`config.mk`:
```
export PLATFORM = sky130hd
export DESIGN_NAME = sram_bus_ctrl
export DESIGN_NICKNAME = d
export VERILOG_FILES = /design/src/rtl/sram_ctrl_pkg.sv /design/src/rtl/sram_phase_timer.sv /design/src/rtl/sram_lane_path.sv /design/src/rtl/sram_bus_ctrl.sv
export SDC_FILE = /design/constraint.sdc
export NUM_CORES = 1
export LEC_CHECK = 0
export ABC_AREA = 1
export BUFFER_PORTS_ARGS = -buffer_cell sky130_fd_sc_hd__buf_2
export CAP_MARGIN = 20
export CELL_PAD_IN_SITES_DETAIL_PLACEMENT = 1
export CELL_PAD_IN_SITES_GLOBAL_PLACEMENT = 2
export CORE_MARGIN = 1
export CORE_UTILIZATION = 22
export CTS_BUF_LIST = sky130_fd_sc_hd__clkbuf_16
export CTS_CLUSTER_DIAMETER = 120
export DETAILED_ROUTE_END_ITERATION = 10
export PLACE_DENSITY = 0.78
export SETUP_SLACK_MARGIN = 0.5
export SKIP_LAST_GASP = 1
export SLEW_MARGIN = 30
export SYNTH_ARGS = -nofsm -noshare
export SYNTH_HDL_FRONTEND = slang
export SYNTH_SLANG_ARGS = --single-unit
```
`constraint.sdc`:
```
create_clock -name clk -period 1.6 [get_ports clk]
set_input_delay 0.08 -clock clk [delete_from_list [all_inputs] [get_ports clk]]
set_output_delay 0.08 -clock clk [all_outputs]
set_load 0.005 [all_outputs]
```
`src/rtl/sram_ctrl_pkg.sv`:
```
package sram_ctrl_pkg;

    typedef enum logic [2:0] {
        ST_IDLE       = 3'd0,
        ST_WR_SETUP   = 3'd1,
        ST_WR_STROBE  = 3'd2,
        ST_WR_HOLD    = 3'd3,
        ST_WR_RECOVER = 3'd4,
        ST_RD_ACCESS  = 3'd5,
        ST_RD_TURN    = 3'd6
    } bus_state_t;

    // Ceiling of ns / period, never below one cycle.
    function automatic int ns_to_cycles(input int ns, input int period_ns);
        int c;
        c = (ns + period_ns - 1) / period_ns;
        if (c < 1) c = 1;
        return c;
    endfunction

    function automatic int imax(input int a, input int b);
        return (a > b) ? a : b;
    endfunction

endpackage

```
`src/rtl/sram_phase_timer.sv`:
```
module sram_phase_timer #(
    parameter int CNT_W = 3
) (
    input  logic             clk,
    input  logic             rst_n,
    input  logic             load,
    input  logic [CNT_W-1:0] load_val,
    output logic             last
);
    logic [CNT_W-1:0] cnt_q;

    always_ff @(posedge clk) begin
        if (!rst_n)
            cnt_q <= '0;
        else if (load)
            cnt_q <= load_val;
        else if (cnt_q != '0)
            cnt_q <= cnt_q - 1'b1;
    end

    assign last = (cnt_q == CNT_W'(1));

    // a loaded phase length is what the counter holds next cycle
    timer_load_chk: assert property (@(posedge clk) disable iff (!rst_n)
        load |=> (cnt_q == $past(load_val)));

endmodule

```
`src/rtl/sram_lane_path.sv`:
```
module sram_lane_path #(
    parameter int LANES = 2
) (
    input  logic               clk,
    input  logic               rst_n,
    input  logic               load_wr,
    input  logic [LANES*8-1:0] wr_data,
    input  logic               capture,
    input  logic [LANES-1:0]   lane_en,
    input  logic [LANES*8-1:0] dq_in,
    output logic [LANES*8-1:0] dq_out,
    output logic [LANES*8-1:0] rd_data
);
    for (genvar g = 0; g < LANES; g++) begin : g_lane
        logic [7:0] wr_q;
        logic [7:0] rd_q;

        always_ff @(posedge clk) begin
            if (!rst_n) begin
                wr_q <= '0;
                rd_q <= '0;
            end else begin
                if (load_wr)
                    wr_q <= wr_data[g*8 +: 8];
                if (capture)
                    rd_q <= lane_en[g] ? dq_in[g*8 +: 8] : 8'h00;
            end
        end

        assign dq_out[g*8 +: 8]  = wr_q;
        assign rd_data[g*8 +: 8] = rd_q;
    end

endmodule

```
`src/rtl/sram_bus_ctrl.sv`:
```
module sram_bus_ctrl
    import sram_ctrl_pkg::*;
#(
    parameter int ADDR_W    = 16,
    parameter int CLK_NS    = 10,
    parameter int T_WC_NS   = 55,
    parameter int T_PWE_NS  = 40,
    parameter int T_AW_NS   = 45,
    parameter int T_SD_NS   = 25,
    parameter int T_AA_NS   = 55,
    parameter int T_DOE_NS  = 25,
    parameter int T_RC_NS   = 55,
    parameter int T_HZOE_NS = 20
) (
    input  logic              clk,
    input  logic              rst_n,
    input  logic              req_valid,
    output logic              req_ready,
    input  logic              req_write,
    input  logic [ADDR_W-1:0] req_addr,
    input  logic [15:0]       req_wdata,
    input  logic [1:0]        req_bmask,
    output logic              rsp_valid,
    output logic [15:0]       rsp_rdata,
    output logic [ADDR_W-1:0] mem_addr,
    output logic              mem_cs1_n,
    output logic              mem_cs2,
    output logic              mem_oe_n,
    output logic              mem_we_n,
    output logic              mem_lb_n,
    output logic              mem_ub_n,
    output logic [15:0]       mem_dq_out,
    input  logic [15:0]       mem_dq_in,
    output logic              mem_dq_oe
);
    localparam int LANES      = 2;
    localparam int C_WC       = ns_to_cycles(T_WC_NS, CLK_NS);
    localparam int C_PWE      = ns_to_cycles(T_PWE_NS, CLK_NS);
    localparam int C_AW       = ns_to_cycles(T_AW_NS, CLK_NS);
    localparam int C_SD       = ns_to_cycles(T_SD_NS, CLK_NS);
    localparam int C_AA       = ns_to_cycles(T_AA_NS, CLK_NS);
    localparam int C_DOE      = ns_to_cycles(T_DOE_NS, CLK_NS);
    localparam int C_RC       = ns_to_cycles(T_RC_NS, CLK_NS);
    localparam int C_HZ       = ns_to_cycles(T_HZOE_NS, CLK_NS);
    // The setup cycle already carries a valid address, hence C_AW-1.
    localparam int STROBE_CYC = imax(imax(C_PWE, C_SD), C_AW - 1);
    localparam int REC_CYC    = imax(0, C_WC - STROBE_CYC - 2);
    localparam int RD_CYC     = imax(imax(C_AA, C_DOE), C_RC);
    localparam int TURN_CYC   = C_HZ;
    localparam int LONGEST    = imax(imax(STROBE_CYC, RD_CYC), imax(REC_CYC, TURN_CYC));
    localparam int CNT_W      = $clog2(LONGEST + 1);

    bus_state_t        state_q, state_d;
    logic              phase_last;
    logic              timer_load;
    logic [CNT_W-1:0]  phase_len;
    logic              accept;
    logic              capture;
    logic [ADDR_W-1:0] addr_q;
    logic [1:0]        mask_q;
    logic              sel;

    assign accept     = req_valid && (state_q == ST_IDLE);
    assign capture    = (state_q == ST_RD_ACCESS) && phase_last;
    assign timer_load = (state_d != state_q);

    // State register
    always_ff @(posedge clk) begin
        if (!rst_n) begin
            state_q   <= ST_IDLE;
            addr_q    <= '0;
            mask_q    <= '0;
            rsp_valid <= 1'b0;
        end else begin
            state_q   <= state_d;
            rsp_valid <= capture;
            if (accept) begin
                addr_q <= req_addr;
                mask_q <= req_bmask;
            end
        end
    end

    // Next state and length of the phase being entered
    always_comb begin
        state_d = state_q;
        unique case (state_q)
            ST_IDLE:       if (req_valid) state_d = req_write ? ST_WR_SETUP : ST_RD_ACCESS;
            ST_WR_SETUP:   if (phase_last) state_d = ST_WR_STROBE;
            ST_WR_STROBE:  if (phase_last) state_d = ST_WR_HOLD;
            ST_WR_HOLD:    if (phase_last) state_d = (REC_CYC > 0) ? ST_WR_RECOVER : ST_IDLE;
            ST_WR_RECOVER: if (phase_last) state_d = ST_IDLE;
            ST_RD_ACCESS:  if (phase_last) state_d = ST_RD_TURN;
            ST_RD_TURN:    if (phase_last) state_d = ST_IDLE;
            default:       state_d = ST_IDLE;
        endcase

        unique case (state_d)
            ST_WR_STROBE:  phase_len = CNT_W'(STROBE_CYC);
            ST_WR_RECOVER: phase_len = CNT_W'(REC_CYC);
            ST_RD_ACCESS:  phase_len = CNT_W'(RD_CYC);
            ST_RD_TURN:    phase_len = CNT_W'(TURN_CYC);
            default:       phase_len = CNT_W'(1);
        endcase
    end

    // Pin decode
    always_comb begin
        sel       = 1'b0;
        mem_oe_n  = 1'b1;
        mem_we_n  = 1'b1;
        mem_dq_oe = 1'b0;
        req_ready = 1'b0;
        unique case (state_q)
            ST_IDLE:       req_ready = 1'b1;
            ST_WR_SETUP:   begin sel = 1'b1; mem_dq_oe = 1'b1; end
            ST_WR_STROBE:  begin sel = 1'b1; mem_dq_oe = 1'b1; mem_we_n = 1'b0; end
            ST_WR_HOLD:    begin sel = 1'b1; mem_dq_oe = 1'b1; end
            ST_WR_RECOVER: ;
            ST_RD_ACCESS:  begin sel = 1'b1; mem_oe_n = 1'b0; end
            ST_RD_TURN:    ;
            default:       ;
        endcase
        mem_cs1_n = ~sel;
        mem_cs2   = sel;
        mem_lb_n  = ~(sel & mask_q[0]);
        mem_ub_n  = ~(sel & mask_q[1]);
    end

    assign mem_addr = addr_q;

    sram_phase_timer #(.CNT_W(CNT_W)) u_timer (
        .clk      (clk),
        .rst_n    (rst_n),
        .load     (timer_load),
        .load_val (phase_len),
        .last     (phase_last)
    );

    sram_lane_path #(.LANES(LANES)) u_lanes (
        .clk      (clk),
        .rst_n    (rst_n),
        .load_wr  (accept && req_write),
        .wr_data  (req_wdata),
        .capture  (capture),
        .lane_en  (mask_q),
        .dq_in    (mem_dq_in),
        .dq_out   (mem_dq_out),
        .rd_data  (rsp_rdata)
    );


    no_we_oe_overlap_chk: assert property (@(posedge clk) disable iff (!rst_n)
        !(!mem_we_n && !mem_oe_n));

    no_bus_fight_chk: assert property (@(posedge clk) disable iff (!rst_n)
        mem_dq_oe |-> mem_oe_n);

    drive_before_we_chk: assert property (@(posedge clk) disable iff (!rst_n)
        $fell(mem_we_n) |-> $past(mem_dq_oe));

    drive_after_we_chk: assert property (@(posedge clk) disable iff (!rst_n)
        $rose(mem_we_n) |-> mem_dq_oe);

    oe_high_in_write_chk: assert property (@(posedge clk) disable iff (!rst_n)
        mem_dq_oe |-> (mem_oe_n && !mem_cs1_n && mem_cs2));

    turnaround_chk: assert property (@(posedge clk) disable iff (!rst_n)
        $rose(mem_oe_n) |-> !mem_dq_oe);

    rsp_pulse_chk: assert property (@(posedge clk) disable iff (!rst_n)
        rsp_valid |=> !rsp_valid);

    rsp_after_access_chk: assert property (@(posedge clk) disable iff (!rst_n)
        rsp_valid |-> $past(!mem_oe_n));

    parked_when_ready_chk: assert property (@(posedge clk) disable iff (!rst_n)
        req_ready |-> (mem_cs1_n && !mem_cs2 && mem_we_n && mem_oe_n && !mem_dq_oe));

endmodule

```
==> out/metrics.csv <==
stage,metric,value,unit
setup_path,cp_max_fo,5,
setup_path,worst-path-buf-inv,4,
placed_design,portBuffers,110,
timing,drv_slew,0,
global_routing,overflow,0,
placed_design,routabilityCongestion,0.739,
setup_path,cp.required,1.78,ns
detailed_routing,drtAntennaViolNets,0,
power,ir_worst_vdd,0.574,mV
worst_hold_path,min_path_cells,3,
cts,clock_sinks,57,
placed_design,place_ws,0.114,ns
setup_path,cp_slowest_cell,dfxtp_4,
timing,whs,0.0166,ns
timing,worst_clock_skew,0.00827,ns
synthesis,netlist_area,2410,um^2
detailed_routing,dr_total_vias,2704,
job,maxCapViolations,0,
setup_path,reg2regPathDepth,9,
die,boundaryPins,111,
status,status,"complete, no violations",
detailed_routing,drt-total-wl,8.90,mm
timing,hold_viol,0,
synthesis,synth_fp_nets,372,
cts,numCtsBuffers,9,
timing,fmax,689,MHz
synthesis,ys_types,23,
timing,setup_tns,0,ns
placed_design,hpwl,5.28,mm
detailed_routing,drtIter0Drc,75,
die,initial_core_util,23.0,%
timing,min_period,1.45,ns
timing,fin_ws,0.148,ns
setup_path,r2r-end,u_lanes.g_lane[1].rd_q[0],
worst_hold_path,hp-start,req_wdata[14],
timing,max_slew_margin,59.6,%
finish,num-nets-final,513,
setup_path,path_cells,ha_4 -> nand2_4 -> buf_6 -> nor2_4 -> buf_12 -> buf_12 -> clkinv_16 -> nand2_4 -> a21oi_2,
setup_path,end_kind,register,
setup_path,worst-r2r-setup-slack,0.15,ns
finish,drive_gt1_share,65.7,%
setup_path,slowest_delay,0.37,ns
global_routing,grt_pass1_vias,2746,
synthesis,synth_cells,315,
timing,finalCritPeriodShare,90.8,%
die,die_area,11400,um^2
power,leakage,1.95,nW
global_routing,grt_antenna_before_repair,0,
detailed_routing,drc,0,
cts,clk_pin_slew,0.06,ns
timing,setup_viol,0,
detailed_routing,wl_per_cell,14.9,um
setup_path,cp_data_arrival_time,1.63,ns
global_routing,grt_max_degree,39,
cts,clk_path_buf_depth,2,
setup_path,start_kind,register,
cts,clock_latency,0.32,ns
die,die_w,107,um
detailed_routing,avgViaCountPerCell,4.54,
cts,htreeDepth,3,
cts,cts_hold_buffers,0,
global_routing,grt_usage,15.4,%
die,fp.dieH,107,um
finish,fillers,1236,
die,rows,37,
setup_path,critPathKind,reg -> reg,
synthesis,ys_ff_latch,57,
finish,seq_area,1160,um^2
synthesis,avgSynthCellArea,7.65,um^2
worst_hold_path,hold_class,in -> reg,
placed_design,placed_area,3180,um^2
finish,design_area,4540,um^2
synthesis,yosysWarnings,0,
finish,diodes,0,
cts,cts_tree,built,
power,p_per_area,1390,nW/um^2
global_routing,grt_pass1_wl,13.7,mm
synthesis,ys_seq_area_share,47.3,%
cts,clockRootBuffer,clkbuf_16,
timing,worstMarginPinSlew,0.606,ns
finish,area.growth.synth_to_final,88.1,%
setup_path,rr_startpoint,u_timer.cnt_q[0],
worst_hold_path,hold_end,u_lanes.g_lane[1].wr_q[6],
setup_path,crit_family,buffers and inverters,
timing,rsz0062_at_grt,true,
die,coreArea,10500,um^2
finish,multi_input_area,1720,um^2
detailed_routing,drt-pass1-iter-count,4,
==> metrics by stage <==
step                power, mW  std cells  util [%]
floorplan                2.89        315         -
global placement         3.25        548      30.4
detailed placement       3.29        548      30.4
CTS                      5.86        581      37.8
global route             6.70        596      43.4
finish                   6.30        596      43.4
==> worst min-delay path: stages <==
cell and delay (ns):
buf_2 0.08, o21ai_2 0.06, a21oi_2 0.08
==> cell usage after synthesis <==
| master | n | area [um^2] |
|---|---|---|
| nand2_1 | 59 | 221 |
| dfxtp_1 | 57 | 1140 |
| a21oi_1 | 53 | 265 |
| nand3_1 | 46 | 230 |
| inv_1 | 25 | 93.8 |
| o21ai_0 | 16 | 80.1 |
| clkbuf_1 | 9 | 33.8 |
| inv_2 | 7 | 26.3 |
| nor2_1 | 7 | 26.3 |
| nand2_2 | 6 | 37.5 |
| buf_2 | 5 | 25.0 |
| buf_4 | 4 | 30.0 |
| nand3_2 | 4 | 40.0 |
| ha_1 | 3 | 37.5 |
| nand2_4 | 3 | 33.8 |
| nand4_1 | 3 | 18.8 |
| o211ai_1 | 2 | 15.0 |
| buf_1 | 1 | 3.75 |
| nor2_2 | 1 | 6.26 |
| nor2_4 | 1 | 11.3 |
| nor2_8 | 1 | 20.0 |
| o21ai_1 | 1 | 5.00 |
| xor2_1 | 1 | 8.76 |
==> cell type report <==
class / instances / share of cell area, %
multi-input cells: 210 / 37.8
flip-flops and latches: 57 / 25.6
repair buffers: 144 / 22.4
clock buffers: 9 / 4.97
well taps: 136 / 3.75
inverters: 32 / 3.67
clock inverters: 6 / 1.32
repair inverters: 2 / 0.497
==> layer usage <==
layer / global-route usage, % / vias to the layer above / share of wire (%)
li1: - / 1338 / -
met1: 18.2 / 1284 / 42
met2: 27.5 / 73 / 52
met3: 3.40 / 9 / 4.7
met4: 5.09 / 0 / 1.1
met5: 0 / - / 0
==> kinds of logic (layout without fill, tap and decap cells) <==
| family | Yosys count | in the layout | share of synthesized area [%] |
|---|---|---|---|
| DFF | 57 | 57 | 47.3 |
| buffers and inverters | 51 | 193 | 8.82 |
| xor gates and xnor gates | 1 | 1 | 0.363 |
| AOI/OAI and AO/OA | 72 | 72 | 15.2 |
| and+or+nand+nor | 131 | 134 | 26.8 |
| adders and majority gates | 3 | 3 | 1.56 |
==> report_power, final <==
part,leakage [nW],switching [mW],internal [mW]
clock,0.139,0.653,1.19
sequential,0.469,0.215,1.62
combinational,1.34,1.35,1.28
total,1.95,2.21,4.08
==> cell usage in the layout (no fill, tap or decap), types with 2 or more instances in the layout <==
cell type and n:
a21oi_1 15, a21oi_2 38, buf_12 6, buf_16 4, buf_2 108, buf_4 14, buf_6 11, clkbuf_16 9
clkinv_2 2, dfxtp_1 50, dfxtp_2 3, dfxtp_4 4, ha_1 2, inv_1 23, inv_2 3, inv_4 3
inv_8 3, nand2_1 28, nand2_2 8, nand2_4 31, nand3_1 24, nand3_2 19, nand3_4 10, nand4_1 3
nor2_1 4, nor2_2 3, nor2_4 2, o211ai_1 2, o21ai_1 4, o21ai_2 12
==> worst max path at each step <==
stage	startpoint	endpoint	slack [ns]	depth (start not counted)
after CTS	u_timer.cnt_q[1]	u_timer.cnt_q[0]	0.18	12
after detailed placement	state_q[2]	u_timer.cnt_q[0]	0.11	11
after global routing	u_timer.cnt_q[1]	u_timer.cnt_q[0]	0.06	12
after floorplan	u_timer.cnt_q[1]	u_timer.cnt_q[0]	0.26	12
final	u_timer.cnt_q[0]	u_lanes.g_lane[1].rd_q[0]	0.15	9
after global placement	u_timer.cnt_q[1]	u_timer.cnt_q[0]	0.15	12
==> registers in the layout, indices dropped and copies added (netlist names) <==
signal / flops
u_timer.cnt_q: 3
u_lanes.g_lane.rd_q: 16
mem_addr: 16
u_lanes.g_lane.wr_q: 16
rsp_valid: 1
state_q: 3
mask_q: 2
==> repair_timing <==
item | CTS | global route
pin swaps | 18 | 34
setup buffers | 11 | 13
gates cloned | 7 | 2
endpoints found under the setup margin | 65 | 65
gates resized for setup | 69 | 112
Note: power is estimated with default switching activity, not from simulation.
